--- src/rtl/crc16_pkg.sv ---
`timescale 1ns/1ps
// Shared types for the CRC16 peripheral.
// Assumes a byte-wide bus and a 16-bit code register.
package crc16_pkg;
    localparam int CRC_W  = 16;
    localparam int BYTE_W = 8;

    typedef logic [CRC_W-1:0]  crc_t;
    typedef logic [BYTE_W-1:0] byte_t;

    // Decoded bus operation that changes the register
    typedef enum logic [1:0] {
        OP_NONE  = 2'd0,
        OP_CLEAR = 2'd1,
        OP_DATA  = 2'd2,
        OP_CHECK = 2'd3
    } crc_op_e;
endpackage

--- src/rtl/crc16_bus_decode.sv ---
`timescale 1ns/1ps
// Address decoder: turns one bus access into a register operation and
// byte-lane read selects. Assumes DAT_ADDR is even; its pair DAT_ADDR+1
// is the high byte. All other addresses are ignored.
module crc16_bus_decode
    import crc16_pkg::*;
#(
    parameter int ADDR_W   = 3,
    parameter int CLR_ADDR = 0,
    parameter int DAT_ADDR = 2,
    parameter int CHK_ADDR = 4
) (
    input  logic              en,
    input  logic              we,
    input  logic [ADDR_W-1:0] addr,
    output crc_op_e           op,
    output logic              rd_lo,
    output logic              rd_hi
);
    localparam logic [ADDR_W-1:0] A_CLR = ADDR_W'(CLR_ADDR);
    localparam logic [ADDR_W-1:0] A_DAT = ADDR_W'(DAT_ADDR);
    localparam logic [ADDR_W-1:0] A_CHK = ADDR_W'(CHK_ADDR);

    logic dat_hit;
    assign dat_hit = (addr[ADDR_W-1:1] == A_DAT[ADDR_W-1:1]);

    // Classify write accesses into register operations
    always_comb begin
        op = OP_NONE;
        if (en && we) begin
            if (addr == A_CLR)     op = OP_CLEAR;
            else if (dat_hit)      op = OP_DATA;
            else if (addr == A_CHK) op = OP_CHECK;
        end
    end

    // Select the byte lane for reads of the data pair
    always_comb begin
        rd_lo = en && !we && dat_hit && !addr[0];
        rd_hi = en && !we && dat_hit &&  addr[0];
    end
endmodule

--- src/rtl/crc16_byte_fold.sv ---
`timescale 1ns/1ps
// Combinational byte fold: eight serial shift-register steps unrolled
// into one level of XOR equations. MSB_FIRST selects the bit order
// within the byte. Assumes POLY omits the implicit x^16 term.
module crc16_byte_fold
    import crc16_pkg::*;
#(
    parameter logic [CRC_W-1:0] POLY      = 16'h1021,
    parameter bit               MSB_FIRST = 1'b0
) (
    input  crc_t  crc_in,
    input  byte_t byte_in,
    output crc_t  crc_out
);
    logic [BYTE_W:0][CRC_W-1:0] stage;
    logic [BYTE_W-1:0]          fb;

    assign stage[0] = crc_in;

    for (genvar k = 0; k < BYTE_W; k++) begin : g_step
        localparam int BIT_IDX = MSB_FIRST ? (BYTE_W-1-k) : k;
        // Feedback term of step k
        assign fb[k] = stage[k][CRC_W-1] ^ byte_in[BIT_IDX];
        // Shift and inject feedback at bit 0 and at each polynomial tap
        for (genvar i = 0; i < CRC_W; i++) begin : g_bit
            if (i == 0) begin : g_lsb
                assign stage[k+1][i] = fb[k] & POLY[0];
            end else begin : g_up
                assign stage[k+1][i] = stage[k][i-1] ^ (fb[k] & POLY[i]);
            end
        end
    end

    assign crc_out = stage[BYTE_W];
endmodule

--- src/rtl/crc16_state_reg.sv ---
`timescale 1ns/1ps
// Code register with seed preload, data fold and check fold.
// Assumes op comes from the decoder and so carries at most one operation.
module crc16_state_reg
    import crc16_pkg::*;
#(
    parameter logic [CRC_W-1:0] SEED = 16'hFFFF
) (
    input  logic    clk,
    input  logic    rst_n,
    input  crc_op_e op,
    input  crc_t    nxt_data,
    input  crc_t    nxt_check,
    output crc_t    crc_q
);
    // Register update: reset and clear preload the seed, folds load their result
    always_ff @(posedge clk) begin
        if (!rst_n) begin
            crc_q <= SEED;
        end else begin
            case (op)
                OP_CLEAR: crc_q <= SEED;
                OP_DATA:  crc_q <= nxt_data;
                OP_CHECK: crc_q <= nxt_check;
                default:  crc_q <= crc_q;
            endcase
        end
    end


    reset_seed_chk: assert property (@(posedge clk) !rst_n |=> crc_q == SEED);


    clear_seed_chk: assert property (@(posedge clk) disable iff (!rst_n)
        op == OP_CLEAR |=> crc_q == SEED);


    idle_hold_chk: assert property (@(posedge clk) disable iff (!rst_n)
        op == OP_NONE |=> $stable(crc_q));
endmodule

--- src/rtl/crc16_port_unit.sv ---
`timescale 1ns/1ps
// Top of the CRC16 peripheral: decoder, two byte-fold networks (LSb-first
// for data, MSb-first for check), the code register and the read mux.
// Assumes single-cycle bus accesses with combinational read data.
module crc16_port_unit
    import crc16_pkg::*;
#(
    parameter int               ADDR_W   = 3,
    parameter int               CLR_ADDR = 0,
    parameter int               DAT_ADDR = 2,
    parameter int               CHK_ADDR = 4,
    parameter logic [CRC_W-1:0] POLY     = 16'h1021,
    parameter logic [CRC_W-1:0] SEED     = 16'hFFFF
) (
    input  logic              clk,
    input  logic              rst_n,
    input  logic              bus_en,
    input  logic              bus_we,
    input  logic [ADDR_W-1:0] bus_addr,
    input  logic [7:0]        bus_wdata,
    output logic [7:0]        bus_rdata
);
    crc_op_e op;
    logic    rd_lo, rd_hi;
    crc_t    crc_q, nxt_data, nxt_check;

    crc16_bus_decode #(
        .ADDR_W(ADDR_W), .CLR_ADDR(CLR_ADDR),
        .DAT_ADDR(DAT_ADDR), .CHK_ADDR(CHK_ADDR)
    ) u_dec (
        .en(bus_en), .we(bus_we), .addr(bus_addr),
        .op(op), .rd_lo(rd_lo), .rd_hi(rd_hi)
    );

    crc16_byte_fold #(.POLY(POLY), .MSB_FIRST(1'b0)) u_fold_data (
        .crc_in(crc_q), .byte_in(bus_wdata), .crc_out(nxt_data)
    );

    crc16_byte_fold #(.POLY(POLY), .MSB_FIRST(1'b1)) u_fold_check (
        .crc_in(crc_q), .byte_in(bus_wdata), .crc_out(nxt_check)
    );

    crc16_state_reg #(.SEED(SEED)) u_reg (
        .clk(clk), .rst_n(rst_n), .op(op),
        .nxt_data(nxt_data), .nxt_check(nxt_check), .crc_q(crc_q)
    );

    // Read mux: one byte lane of the register, zero otherwise
    always_comb begin
        bus_rdata = 8'h00;
        if (rd_lo)      bus_rdata = crc_q[7:0];
        else if (rd_hi) bus_rdata = crc_q[15:8];
    end


    rdata_quiet_chk: assert property (@(posedge clk) disable iff (!rst_n)
        !(bus_en && !bus_we) |-> bus_rdata == 8'h00);


    read_no_op_chk: assert property (@(posedge clk) disable iff (!rst_n)
        (rd_lo || rd_hi) |-> op == OP_NONE);


    check_cancel_chk: assert property (@(posedge clk) disable iff (!rst_n)
        (op == OP_CHECK && bus_wdata == crc_q[15:8])
        |=> crc_q == {$past(crc_q[7:0]), 8'h00});
endmodule

--- config.mk ---
export PLATFORM = sky130hd
export DESIGN_NAME = crc16_port_unit
export DESIGN_NICKNAME = d
export VERILOG_FILES = /design/src/rtl/crc16_pkg.sv /design/src/rtl/crc16_bus_decode.sv /design/src/rtl/crc16_byte_fold.sv /design/src/rtl/crc16_state_reg.sv /design/src/rtl/crc16_port_unit.sv
export SDC_FILE = /design/constraint.sdc
export NUM_CORES = 1
export LEC_CHECK = 0
export ABC_AREA = 1
export CAP_MARGIN = 30
export CORE_MARGIN = 1.5
export CORE_UTILIZATION = 40
export DETAILED_ROUTE_END_ITERATION = 10
export DONT_BUFFER_PORTS = 1
export GPL_TIMING_DRIVEN = 0
export HOLD_SLACK_MARGIN = 0.12
export PLACE_DENSITY = 0.66
export REMOVE_ABC_BUFFERS = 1
export SYNTH_ARGS = -nofsm -noshare
export SYNTH_HDL_FRONTEND = slang
export SYNTH_HIERARCHICAL = 1
export SYNTH_SLANG_ARGS = --single-unit
--- constraint.sdc ---
create_clock -name clk -period 1.2 [get_ports clk]
set_input_delay 0.12 -clock clk [delete_from_list [all_inputs] [get_ports clk]]
set_output_delay 0.12 -clock clk [all_outputs]
set_load 0.005 [all_outputs]
### Word level (Yosys, flattened, before mapping)

Cells that the tools add are included.

| cells by class | value |
|---|---|
| equality and inequality tests | 5 |
| multiplexer cells | 7 |
| bitwise operators | 48 |
| reductions and logical operators | 9 |

Operators by type and width:

| kind | count |
|---|---|
| one-hot mux 16 bit (3 select lines) | 1 |
| XOR 1 bit | 48 |
| two-way mux 8 bit | 2 |
| two-way mux 2 bit | 4 |
| logical AND 1 bit | 5 |
| equality test 2 x 1 -> 1 bit (second input constant) | 2 |
| equality test 2 bit (second input constant) | 2 |
| equality test 3 bit (second input constant) | 1 |
| zero test 3 bit | 1 |
| nonzero test 3 bit | 1 |
| zero test 1 bit | 2 |

| word-level totals | value |
|---|---|
| register bits | 16 |
| input port bits | 15 |
| output and inout port bits | 8 |
| word-level logic and storage cells | 70 |

### Depth between registers and ports, before layout

| logic depth | value |
|---|---|
| depth after elaboration | 7 |
| gate-level depth with buffers | 12 |
| gate-level depth less buffers | 12 |

### Hierarchy

Netlist, hierarchy kept.

By module, submodules not included:

| module | times used | cells each | area an instance (µm²) |
|---|---|---|---|
| crc16_byte_fold | 2 | 108 | 470.5 |
| crc16_state_reg | 1 | 125 | 833.3 |
| crc16_port_unit | 1 | 27 | 120.1 |
| crc16_bus_decode | 1 | 12 | 53.8 |

### Least setup slack after synthesis

OpenSTA, ideal clock, no wires.

| timing | value |
|---|---|
| path kind | input to register |
| start point | input bus_we |
| end point | register u_reg.crc_q[14] |
| data arrival time | 1066 ps |
| data required time | 1085 ps |
| setup slack | 19 ps |
| cell stages on the path | 6 |
| buffers on the path | 1 |
| path through | nand2_1 -> nor3_1 -> nor2_4 -> buf_6 -> a21oi_1 -> nand2_1 |

| between the ends | value |
|---|---|
| longest elaborated chain between the ends | 4 |
| elaborated cells on any way between the ends | 7 |

RTL lines:

| element | line | RTL |
|---|---|---|
| from (decl) | crc16_port_unit.sv:18 | `input logic bus_we,` |
| logical AND 1 bit * | crc16_bus_decode.sv:30 | `if (en && we) begin` |
| two-way mux 2 bit * | crc16_bus_decode.sv:30 |  |
| via op[0] | crc16_port_unit.sv:23 | `crc_op_e op;` |
| equality test 2 bit / equality test 2 x 1 -> 1 bit (equally long branches) | crc16_state_reg.sv:21 | `case (op)` |
| one-hot mux 16 bit (3 select lines) / nonzero test 3 bit (equally long branches) | -- |  |
| to (signal assigned) | crc16_state_reg.sv:23 | `OP_DATA: crc_q <= nxt_data;` |
| to (signal assigned) | crc16_state_reg.sv:24 | `OP_CHECK: crc_q <= nxt_check;` |
| to (signal assigned) | crc16_state_reg.sv:25 | `default: crc_q <= crc_q;` |
| to (decl) | crc16_state_reg.sv:14 | `output crc_t crc_q` |

The timed path passes the listed nets; every way through them passes the cells marked *.
A chain may end at the register's enable or synchronous reset.

### Final worst setup path

| timing | value |
|---|---|
| start point | register u_reg.crc_q[15] |
| end point | register u_reg.crc_q[15] |

| between the ends | value |
|---|---|
| longest elaborated chain between the ends | 5 |
| elaborated cells on any way between the ends | 9 |

RTL lines:

| element | line | RTL |
|---|---|---|
| XOR 1 bit | crc16_byte_fold.sv:23 | `assign fb[k] = stage[k][CRC_W-1] ^ byte_in[BIT_IDX];` |
| XOR 1 bit | crc16_byte_fold.sv:29 | `assign stage[k+1][i] = stage[k][i-1] ^ (fb[k] & POLY[i]);` |
| XOR 1 bit | crc16_byte_fold.sv:23 |  |
| via nxt_check[3] | crc16_port_unit.sv:25 | `crc_t crc_q, nxt_data, nxt_check;` |
| XOR 1 bit | crc16_byte_fold.sv:29 |  |
| via nxt_check[15] | crc16_port_unit.sv:25 |  |
| one-hot mux 16 bit (3 select lines) | crc16_state_reg.sv:21 |  |

The timed path passes the listed nets, and every way through them passes these cells.

==> metrics.md <==
| Metric | Value |
|---|---|
| Clk_lat worst skew | 0.26 ns |
| 1st-pass router iterations | 4 |
| Slew HR | 60.84% |
| Die H | 72.79 µm |
| Failing checks | negative setup slack |
| Final count of hold timing violations | 0 |
| Area Growth Syn to Fin | 26.20% |
| DRC Markers | 0 |
| Leading cell type in the layout, fill and taps excluded | nand2_1 |
| Leakage | 1.511 nW |
| Most frequent cells in the layout | nand2_1, nand2_2, inv_1 |
| Final TNS setup | -0.08630 ns |
| Chip width | 72.79 µm |
| Final Instance Area | 0.002459 mm² |
| DR WL/cell | 13.10 µm |
| DRT Wirelength | 5867 µm |
| Final setup margin | -0.03114 ns |
| Cells after Synth | 380 |
| Final period utilization | 102.6% |
| Nets | 410 |
| Post-route clock skew | 0.001693 ns |
| Worst min-delay path category | in -> reg |
| Mean Syn Cell Area | 5.127 µm² |
| Crit end category | flop |
| Status | complete, but fails checks |
| Die area | 0.005298 mm² |
| I/O Buffers | 0 |
| Post-route ant nets | 0 |
| Worst Path Arrival | 1.39 ns |
| # fillers | 481 |
| Iter 0 DRT Violations | 188 |
| Netlist Area Pre-Place | 0.001948 mm² |
| CTS Buf Count | 3 |
| WS Path Type | reg -> reg |
| Internal power | 1.217 mW |
| FF+latch area | 351.6 µm² |
| Initial core utilization | 41.52% |
| Post-DP HPWL | 3777 µm |
| Vias in the first global route | 1,849 |
| Ant diodes | 0 |
| Top Registers | u_reg/crc_q x16 |
| Site Rows | 25 |
| Logic gate share of total power | 43.4% |
| Yosys reg bits | 16 |
| Gpl congestion | 0.8348 |
| CTS Root Cell | clkbuf_8 |
| I/O Pins | 23 |
| Netlist cell types | 20 |
| VDD IR-drop max | 0.4968 mV |
| Avg Vias per Cell | 5.080 |
| Sw Share | 41.12% |
| Share of cells above drive strength 1 | 34.52% |
| RSZ-0062 raised after global routing | true |
| Reg with most FFs | u_reg/crc_q |
| CTS sink count | 16 |
| Cells after DPL | 427 |
| Reg clk slew, reported paths | 0.07 ns |
| Actual slew at the worst max-slew pin | 0.5868 ns |
| CP Max Fanout | 8 |
| Total GRT Usage | 21.06% |
| Grt ovf | 0 |
| Clock share of power | 25.1% |
| Core box area | 0.004692 mm² |
| Finish-stage setup viols | 4 |
| Initial antenna violation count | 0 |
| Pwr Density | 840.5 mW/mm² |
| Max reg flops | 16 |
| Longest Clk Path Bufs | 2 |
| Dpl cell area | 0.001956 mm² |
| Post-CTS Hold Buffers | 0 |
| Slew Limit Fails | 0 |
| Flop pwr share | 31.5% |
| Final min period | 1.231 ns |
| Yosys warning count | 6 |
| H-Tree Depth | 1 |
| Non-Filler Instances | 448 |
| Worst Setup Start Kind | flop |
| CTS tree | yes |
| Seq/Total Area, Yosys | 16.44% |
| Switching power | 849.7 µW |
| Largest net degree at the start of global routing | 18 |
| FMAX | 812.3 MHz |
| Footprint of the multi-input gates | 0.001563 mm² |
| Vias | 2,276 |
| MaxCap Viol Count | 0 |
| Required time of the critical path | 1.36 ns |
| First-pass GRT wire length | 8611 µm |
-- power by group through the flow --
stage	logic (mW)	clock network [mW]	registers, mW
5_1_grt	0.997	0.545	0.659
2_1_floorplan	0.558	0	0.630
4_1_cts	0.701	0.529	0.639
6_report	0.897	0.519	0.650
3_5_place_dp	0.663	0	0.650
3_3_place_gp	0.653	0	0.649
-- layer usage --
| metal | routed length [µm] | track usage, % | up-vias |
|---|---|---|---|
| met4 | 95 | 6.080 | 0 |
| met5 | 0 | 0 | - |
| met1 | 2596 | 29.03 | 1023 |
| met2 | 2706 | 33.13 | 62 |
| met3 | 467 | 4.420 | 8 |
| li1 | - | - | 1183 |
-- critical path, cell delays in order, from the launching register on --
cell and delay (ns):
dfxtp_4 0.42, inv_2 0.06, nand2_2 0.09, nand2_2 0.06, nand2_2 0.08, nand2_2 0.07
nand2_1 0.05, nand2_1 0.04, inv_1 0.04, nand3_1 0.05, nand3_1 0.09, nand2_1 0.05
-- final timing paths --
path	startpoint	to	slack (ns)	cells after the start
worst max-delay path	u_reg/crc_q[15]	u_reg/crc_q[15]	-0.03	11
worst min-delay path	bus_addr[0]	u_reg/crc_q[0]	0.14	4
worst max register to register	u_reg/crc_q[15]	u_reg/crc_q[15]	-0.03	11
worst min register to register	u_reg/crc_q[10]	u_reg/crc_q[10]	0.53	2
-- kinds of logic (layout without fill, tap and decap cells) --
logic type | Yosys count | in the layout | share of synthesized area [%]
compound gates | 24 | 24 | 6.358
flops | 16 | 16 | 16.44
buf+inv | 81 | 95 | 17.98
xor+xnor | 8 | 8 | 3.597
simple gates | 251 | 251 | 55.62
-- synthesized netlist by cell type (all sizes together) --
cell	number	share of area [%]
a21oi	17	4.6
buf	7	3.5
clkbuf	1	0.39
dfxtp	16	16
inv	73	14
nand2	191	40
nand3	54	14
nand4	1	0.32
nor2	4	1.2
nor3	1	0.26
o21ai	7	1.8
xnor2	2	0.90
xor2	6	2.7
-- cell type report --
cell class              instances  share of cell area [%]
repair buffers                 18                   5.802
well taps                      54                   2.748
flip-flops and latches         16                   14.30
clock buffers                   4                   2.239
inverters                      73                   11.35
multi-input cells             283                   63.56
-- through the flow --
step                      hold WS, ns  setup WS [ns]  util [%]  power (mW)
final                          0.1368       -0.03114     52.40       2.066
after global routing           0.1480        -0.1211     52.40       2.200
after CTS                      0.1228       -0.01236     45.20       1.870
after detailed placement       0.3978        -0.6494     41.68       1.313
after global placement         0.4459         -1.313     41.33       1.302
after floorplan                0.3955        -0.5276         -       1.187
-- timing repair --
action,in CTS,in global routing
endpoints found under the hold margin,0,0
setup endpoints to repair,24,14
pin swaps,4,57
resized for setup,33,80
buffers inserted,4,13
(Power assumes the default switching activity.)
